$ cat src/rtl/rename_tbl_pkg.sv
package rename_tbl_pkg;

  localparam int unsigned DEF_NUM_REGS  = 8;
  localparam int unsigned DEF_DATA_W    = 32;
  localparam int unsigned DEF_NUM_PROD  = 11;
  localparam int unsigned DEF_INIT_BASE = 256;

  // Next-state choice for a slot's producer tag
  typedef enum logic [1:0] {
    TAG_KEEP   = 2'd0,
    TAG_CLEAR  = 2'd1,
    TAG_RENAME = 2'd2
  } tag_sel_e;

endpackage

$ cat src/rtl/rename_tbl_slot.sv
module rename_tbl_slot
  import rename_tbl_pkg::*;
#(
  parameter int unsigned          DATA_W   = DEF_DATA_W,
  parameter int unsigned          TAG_W    = 4,
  parameter logic [DATA_W-1:0]    INIT_VAL = '0
) (
  input  logic              clk,
  input  logic              rst,
  input  logic              bc_valid,
  input  logic [TAG_W-1:0]  bc_tag,
  input  logic [DATA_W-1:0] bc_data,
  input  logic              ren_hit,
  input  logic [TAG_W-1:0]  ren_tag,
  output logic [DATA_W-1:0] val_q,
  output logic [TAG_W-1:0]  tag_q
);

  logic     bc_match;
  tag_sel_e tag_sel;

  assign bc_match = bc_valid && (tag_q != '0) && (tag_q == bc_tag);

  // A rename outranks the clear that a matching broadcast would cause
  always_comb begin
    if (ren_hit)       tag_sel = TAG_RENAME;
    else if (bc_match) tag_sel = TAG_CLEAR;
    else               tag_sel = TAG_KEEP;
  end

  always_ff @(posedge clk) begin
    if (rst) begin
      val_q <= INIT_VAL;
      tag_q <= '0;
    end else begin
      if (bc_match) val_q <= bc_data;
      unique case (tag_sel)
        TAG_RENAME: tag_q <= ren_tag;
        TAG_CLEAR:  tag_q <= '0;
        default:    tag_q <= tag_q;
      endcase
    end
  end

endmodule

$ cat src/rtl/rename_tbl_read.sv
module rename_tbl_read #(
  parameter int unsigned NUM_REGS = 8,
  parameter int unsigned DATA_W   = 32,
  parameter int unsigned TAG_W    = 4,
  localparam int unsigned IDX_W   = (NUM_REGS > 1) ? $clog2(NUM_REGS) : 1
) (
  input  logic [IDX_W-1:0]                idx,
  input  logic [NUM_REGS-1:0][DATA_W-1:0] vals,
  input  logic [NUM_REGS-1:0][TAG_W-1:0]  tags,
  input  logic                            bc_valid,
  input  logic [TAG_W-1:0]                bc_tag,
  input  logic [DATA_W-1:0]               bc_data,
  output logic [DATA_W-1:0]               out_val,
  output logic [TAG_W-1:0]                out_tag
);

  logic [DATA_W-1:0] raw_val;
  logic [TAG_W-1:0]  raw_tag;
  logic              bypass;

  assign raw_val = vals[idx];
  assign raw_tag = tags[idx];
  assign bypass  = bc_valid && (raw_tag != '0) && (raw_tag == bc_tag);

  always_comb begin
    if (bypass) begin
      out_val = bc_data;
      out_tag = '0;
    end else if (raw_tag != '0) begin
      out_val = '0;
      out_tag = raw_tag;
    end else begin
      out_val = raw_val;
      out_tag = '0;
    end
  end

endmodule

$ cat src/rtl/rename_status_table.sv
module rename_status_table
  import rename_tbl_pkg::*;
#(
  parameter int unsigned NUM_REGS  = DEF_NUM_REGS,
  parameter int unsigned DATA_W    = DEF_DATA_W,
  parameter int unsigned NUM_PROD  = DEF_NUM_PROD,
  parameter int unsigned INIT_BASE = DEF_INIT_BASE,
  localparam int unsigned TAG_W    = $clog2(NUM_PROD + 1),
  localparam int unsigned IDX_W    = (NUM_REGS > 1) ? $clog2(NUM_REGS) : 1
) (
  input  logic              clk,
  input  logic              rst,
  input  logic              iss_valid,
  output logic              iss_ready,
  input  logic [IDX_W-1:0]  iss_src1,
  input  logic [IDX_W-1:0]  iss_src2,
  input  logic              iss_dst_en,
  input  logic [IDX_W-1:0]  iss_dst,
  input  logic [TAG_W-1:0]  iss_dst_tag,
  input  logic              bc_valid,
  input  logic [TAG_W-1:0]  bc_tag,
  input  logic [DATA_W-1:0] bc_data,
  output logic [DATA_W-1:0] src1_val,
  output logic [TAG_W-1:0]  src1_tag,
  output logic [DATA_W-1:0] src2_val,
  output logic [TAG_W-1:0]  src2_tag
);

  logic [NUM_REGS-1:0][DATA_W-1:0] reg_val;
  logic [NUM_REGS-1:0][TAG_W-1:0]  reg_tag;
  logic [NUM_REGS-1:0]             ren_hit;
  logic                            iss_fire;

  assign iss_ready = ~rst;
  assign iss_fire  = iss_valid && iss_ready && iss_dst_en;

  for (genvar gi = 0; gi < NUM_REGS; gi++) begin : g_slot
    localparam logic [DATA_W-1:0] SLOT_INIT = DATA_W'(INIT_BASE + gi);

    assign ren_hit[gi] = iss_fire && (iss_dst == IDX_W'(gi));

    rename_tbl_slot #(
      .DATA_W   (DATA_W),
      .TAG_W    (TAG_W),
      .INIT_VAL (SLOT_INIT)
    ) u_slot (
      .clk      (clk),
      .rst      (rst),
      .bc_valid (bc_valid),
      .bc_tag   (bc_tag),
      .bc_data  (bc_data),
      .ren_hit  (ren_hit[gi]),
      .ren_tag  (iss_dst_tag),
      .val_q    (reg_val[gi]),
      .tag_q    (reg_tag[gi])
    );
  end

  rename_tbl_read #(
    .NUM_REGS (NUM_REGS),
    .DATA_W   (DATA_W),
    .TAG_W    (TAG_W)
  ) u_rd1 (
    .idx      (iss_src1),
    .vals     (reg_val),
    .tags     (reg_tag),
    .bc_valid (bc_valid),
    .bc_tag   (bc_tag),
    .bc_data  (bc_data),
    .out_val  (src1_val),
    .out_tag  (src1_tag)
  );

  rename_tbl_read #(
    .NUM_REGS (NUM_REGS),
    .DATA_W   (DATA_W),
    .TAG_W    (TAG_W)
  ) u_rd2 (
    .idx      (iss_src2),
    .vals     (reg_val),
    .tags     (reg_tag),
    .bc_valid (bc_valid),
    .bc_tag   (bc_tag),
    .bc_data  (bc_data),
    .out_val  (src2_val),
    .out_tag  (src2_tag)
  );

endmodule

$ cat config.mk
export PLATFORM = sky130hd
export DESIGN_NAME = rename_status_table
export DESIGN_NICKNAME = d
export VERILOG_FILES = /design/src/rtl/rename_tbl_pkg.sv /design/src/rtl/rename_tbl_slot.sv /design/src/rtl/rename_tbl_read.sv /design/src/rtl/rename_status_table.sv
export SDC_FILE = /design/constraint.sdc
export NUM_CORES = 1
export LEC_CHECK = 0
export BUFFER_PORTS_ARGS = -buffer_cell sky130_fd_sc_hd__buf_2
export CAP_MARGIN = 20
export CORE_UTILIZATION = 45
export CTS_BUF_LIST = sky130_fd_sc_hd__clkbuf_16
export DETAILED_ROUTE_END_ITERATION = 8
export PLACE_DENSITY_LB_ADDON = 0.1
export SLEW_MARGIN = 20
export SYNTH_ARGS = -nofsm -noshare
export SYNTH_HDL_FRONTEND = slang
export SYNTH_SLANG_ARGS = --single-unit
$ cat constraint.sdc
create_clock -name clk -period 2.86 [get_ports clk]
set_input_delay 0.286 -clock clk [delete_from_list [all_inputs] [get_ports clk]]
set_output_delay 0.286 -clock clk [all_outputs]
set_load 0.01 [all_outputs]
==> results by group <==
Yosys
  • Fraction of the yosys area taken by sequential cells: 0.339
  • Adder and majority gate portion of the synthesized area: 0
  • Number of instances in the synthesized netlist: 1,591
  • Synth Warn #: 0
  • Distinct cell type count of the synthesized netlist: 36
  • Parity-gate share of the synthesized area counting xor and xnor cells: 0.0154
  • Largest family of logic cells by synthesized area: multiplexers
  • Nets in the synthesized netlist: 1,645
  • Post-Synthesis Cell Area: 17,000 sq um
  • FF+latch count, synth: 288
  • Portion of netlist area occupied by mux cells: 0.389
  • EDFF count, synth: 0
  • Leading cell types by total area after synthesis: dfxtp_1, mux4_2, mux2i_1
  • Share of flip-flops with an asynchronous set or reset: 0
  • Top cell type's share of synthesized area: 0.339
  • Post-synth top area cell: dfxtp_1
  • Average cell area after synthesis: 10.7 sq um
  • Complex-gate fraction of the synthesized area: 0.0855
  • Most used flip-flop cell after synthesis: dfxtp_1
  • Simple logic cell fraction of the synthesized area: 0.115

STA
  • Slew @ Worst Pin: 0.960 ns
  • Setup repair after global routing missed its margin: yes
  • Max-slew violations: 0
  • Final setup margin: -0.237 ns
  • Post-layout minimum cycle time: 3.10 ns
  • Largest clock skew in the final design: 0.0134 ns
  • Fraction of the cycle the final worst path needs: 1.08
  • Total count of hold-check failures in the final report: 0
  • Worst-case headroom to the max-slew limit: 0.360
  • Setup-violating endpoint count in the final report: 68
  • Maximum clock frequency: 323 MHz

Clock tree
  • Source-to-sink clock delay at the later pin of the worst-skew pair: 0.51 ns
  • Largest buffer count on any clock path: 3
  • Clock Sinks: 288
  • Clock root buffer: clkbuf_16
  • Clock input transition at the sequential cells of the worst setup and hold paths: 0.06 ns
  • Number of H-tree levels: 2
  • Clock tree from TritonCTS: done
  • Total CTS buffers: 35

Critical path
  • Reg2Reg Setup Slack: 0.76 ns
  • Worst r2r path cells: 6
  • Worst EP required: 2.57 ns
  • Type of the setup path with the least slack: reg2out
  • Beginning of the worst register-to-register path: g_slot[2].u_slot.tag_q[2]$_SDFFE_PP0P_
  • Sequence of cells on the critical path: mux4_2 > mux2i_4 > xor2_2 > a21bo_4 > buf_12 > o41ai_4 > buf_2
  • End of the worst register-to-register path: g_slot[2].u_slot.val_q[18]$_SDFFE_PP0P_
  • Largest stage delay on the critical path: 0.50 ns
  • Slowest stage cell on the critical path: mux4_2
  • Launching element type of the critical path: register
  • Arrival time worst endpoint: 2.81 ns
  • Endpoint kind of the worst setup timing path: primary output
  • Max FO, Critical Path: 14

Outcome
  • Failing checks: setup timing
  • Run status: finished, violations left

Global routing
  • Largest net degree at the start of global routing: 183
  • Wire length of the first global-routing pass: 80.2 mm
  • Antenna violations before repair: 2
  • Combined global-route utilization of all metal layers: 0.273
  • Number of global-route vias before repair: 13,300
  • Total global routing overflow: 0

Detailed routing
  • Number of remaining DRC errors: 0
  • Drt first pass iters: 5
  • Routed WL per cell: 24.0 microns
  • Antenna viol nets, final: 0
  • Vias per inst: 5.93
  • Via total after detailed routing: 13,100
  • Starting DRT DRC Count: 1,012
  • Routed wire length: 53.2 mm

Cells and area
  • Nets: 1,742
  • Layout overhead on the synthesized area: 21.4%
  • Most frequent standard cell in the layout excluding fill and tap cells: dfxtp_1
  • Fillcell total: 3,299
  • Number of antenna cells inserted: 0
  • Fraction of layout cells with a size suffix above 1: 0.365
  • Post-layout util: 0.559
  • Commonest non-fill, non-tap cells in the layout: dfxtp_1, mux2i_1, nor2_1, mux4_2, buf_2

Floorplan
  • Die Y-Extent: 197 microns
  • Die area: 38,600 sq um
  • Die X: 197 microns
  • Core Box Area: 37,000 sq um
  • Initial core utilization: 0.461
  • Site row count: 70
  • IO Pins: 127

Placed design
  • Input/output buffers: 126
  • HPWL after DPL: 32.3 mm
  • Routability congestion estimate from global placement: 0.831

Job
  • Max Cap Viol: 0

Power
  • LEAKAGE: 0.00774 uW
  • Post-layout total power: 9390 uW
  • Pwr Density: 454 nW/um^2
  • Peak supply drop: 0.378 mV

Hold path
  • Hold Crit Start: iss_dst_tag[1]
  • Class of the worst hold path: in2reg
  • Endpoint, Worst Hold: g_slot[1].u_slot.tag_q[1]$_SDFFE_PP0P_
  • Min-Delay Path Depth: 3
[power breakdown]
group / internal (uW) / switching, uW / total, uW
sequential: 4010 / 7.26 / 4020
clock: 2480 / 1760 / 4240
combinational: 411 / 711 / 1120
total: 6910 / 2480 / 9390
[state kept, by name, summed over array words and instances (netlist names)]
register	cells
g_slot.u_slot.val_q	256
g_slot.u_slot.tag_q	32
[cells by family after synthesis]
| group | Yosys count |
|---|---|
| simple gates | 458 |
| mux | 474 |
| compound gates | 128 |
| flops | 288 |
| xor+xnor | 30 |
| buf+inv | 213 |
[per-layer routing]
layer | routed length (microns) | part of all wire | global-route usage | up-vias
li1 | - | - | - | 5997
met1 | 24400 | 0.46 | 0.384 | 6616
met2 | 24300 | 0.46 | 0.431 | 428
met3 | 3300 | 0.062 | 0.0474 | 84
met4 | 1210 | 0.023 | 0.0755 | 4
met5 | 25 | 0.00047 | 0 | -
[area by class of cell]
cell class	count	area (sq um)	area share
Multi-Input combinational cell	1090	11100	0.535
Sequential cell	288	5800	0.280
Timing Repair Buffer	238	1990	0.0962
Clock buffer	35	876	0.0424
Tap cell	504	631	0.0305
Clock inverter	25	186	0.00902
Inverter	35	135	0.00654
[synth_stat cells, types with 26 or more instances]
cell / n
dfxtp_1: 288
mux2i_1: 264
nor2_1: 262
mux4_2: 140
clkbuf_1: 100
nand2_1: 72
mux2_2: 66
nand3_1: 66
o41ai_2: 60
buf_2: 56
inv_1: 35
a21oi_1: 26
xnor2_1: 26
[timing repair]
| action | in CTS | in global routing |
|---|---|---|
| pin swaps | 19 | 11 |
| cloned | 4 | 5 |
| setup buffers | 16 | 8 |
| hold buffers | 0 | 0 |
| gates resized for setup | 69 | 73 |
| hold endpoints to repair | 0 | 0 |
| endpoints found under the setup margin | 72 | 72 |
[critical path, delay by kind of cell, from the launching register on]
kind | cells | cell delay (ns)
muxes | 2 | 0.70
AOI/OAI and AO/OA | 2 | 0.66
buffers and inverters | 2 | 0.38
DFF | 1 | 0.36
xor gates and xnor gates | 1 | 0.20
[metrics by stage]
stage | setup slack [ns] | hold slack [ns] | TNS, ns | area, sq um | std cells
6_report | -0.237 | 0.123 | -10.91 | 20700 | 2215
5_1_grt | -0.303 | 0.130 | -15.61 | 20700 | 2215
4_1_cts | -0.209 | 0.108 | -9.81 | 20100 | 2204
3_5_place_dp | -0.0629 | 0.480 | -0.135 | 18400 | 2124
3_3_place_gp | -0.0123 | 0.468 | -0.0123 | 18400 | 2124
2_1_floorplan | 0.430 | 0.453 | 0 | 17000 | 1591
[how the worst max path moves through the flow]
stage	startpoint	endpoint	slack, ns	cells after the start
2_1_floorplan	iss_src2[2]	src2_val[10]	0.43	8
3_3_place_gp	iss_src1[2]	src1_val[27]	-0.01	10
3_5_place_dp	iss_src1[2]	src1_val[28]	-0.06	10
4_1_cts	g_slot[7].u_slot.tag_q[0]$_SDFFE_PP0P_	src1_val[28]	-0.21	7
5_1_grt	g_slot[6].u_slot.tag_q[3]$_SDFFE_PP0P_	src1_val[24]	-0.30	8
6_report	g_slot[4].u_slot.tag_q[0]$_SDFFE_PP0P_	src2_val[29]	-0.24	7
No activity file was read; power rests on OpenSTA's default activity.
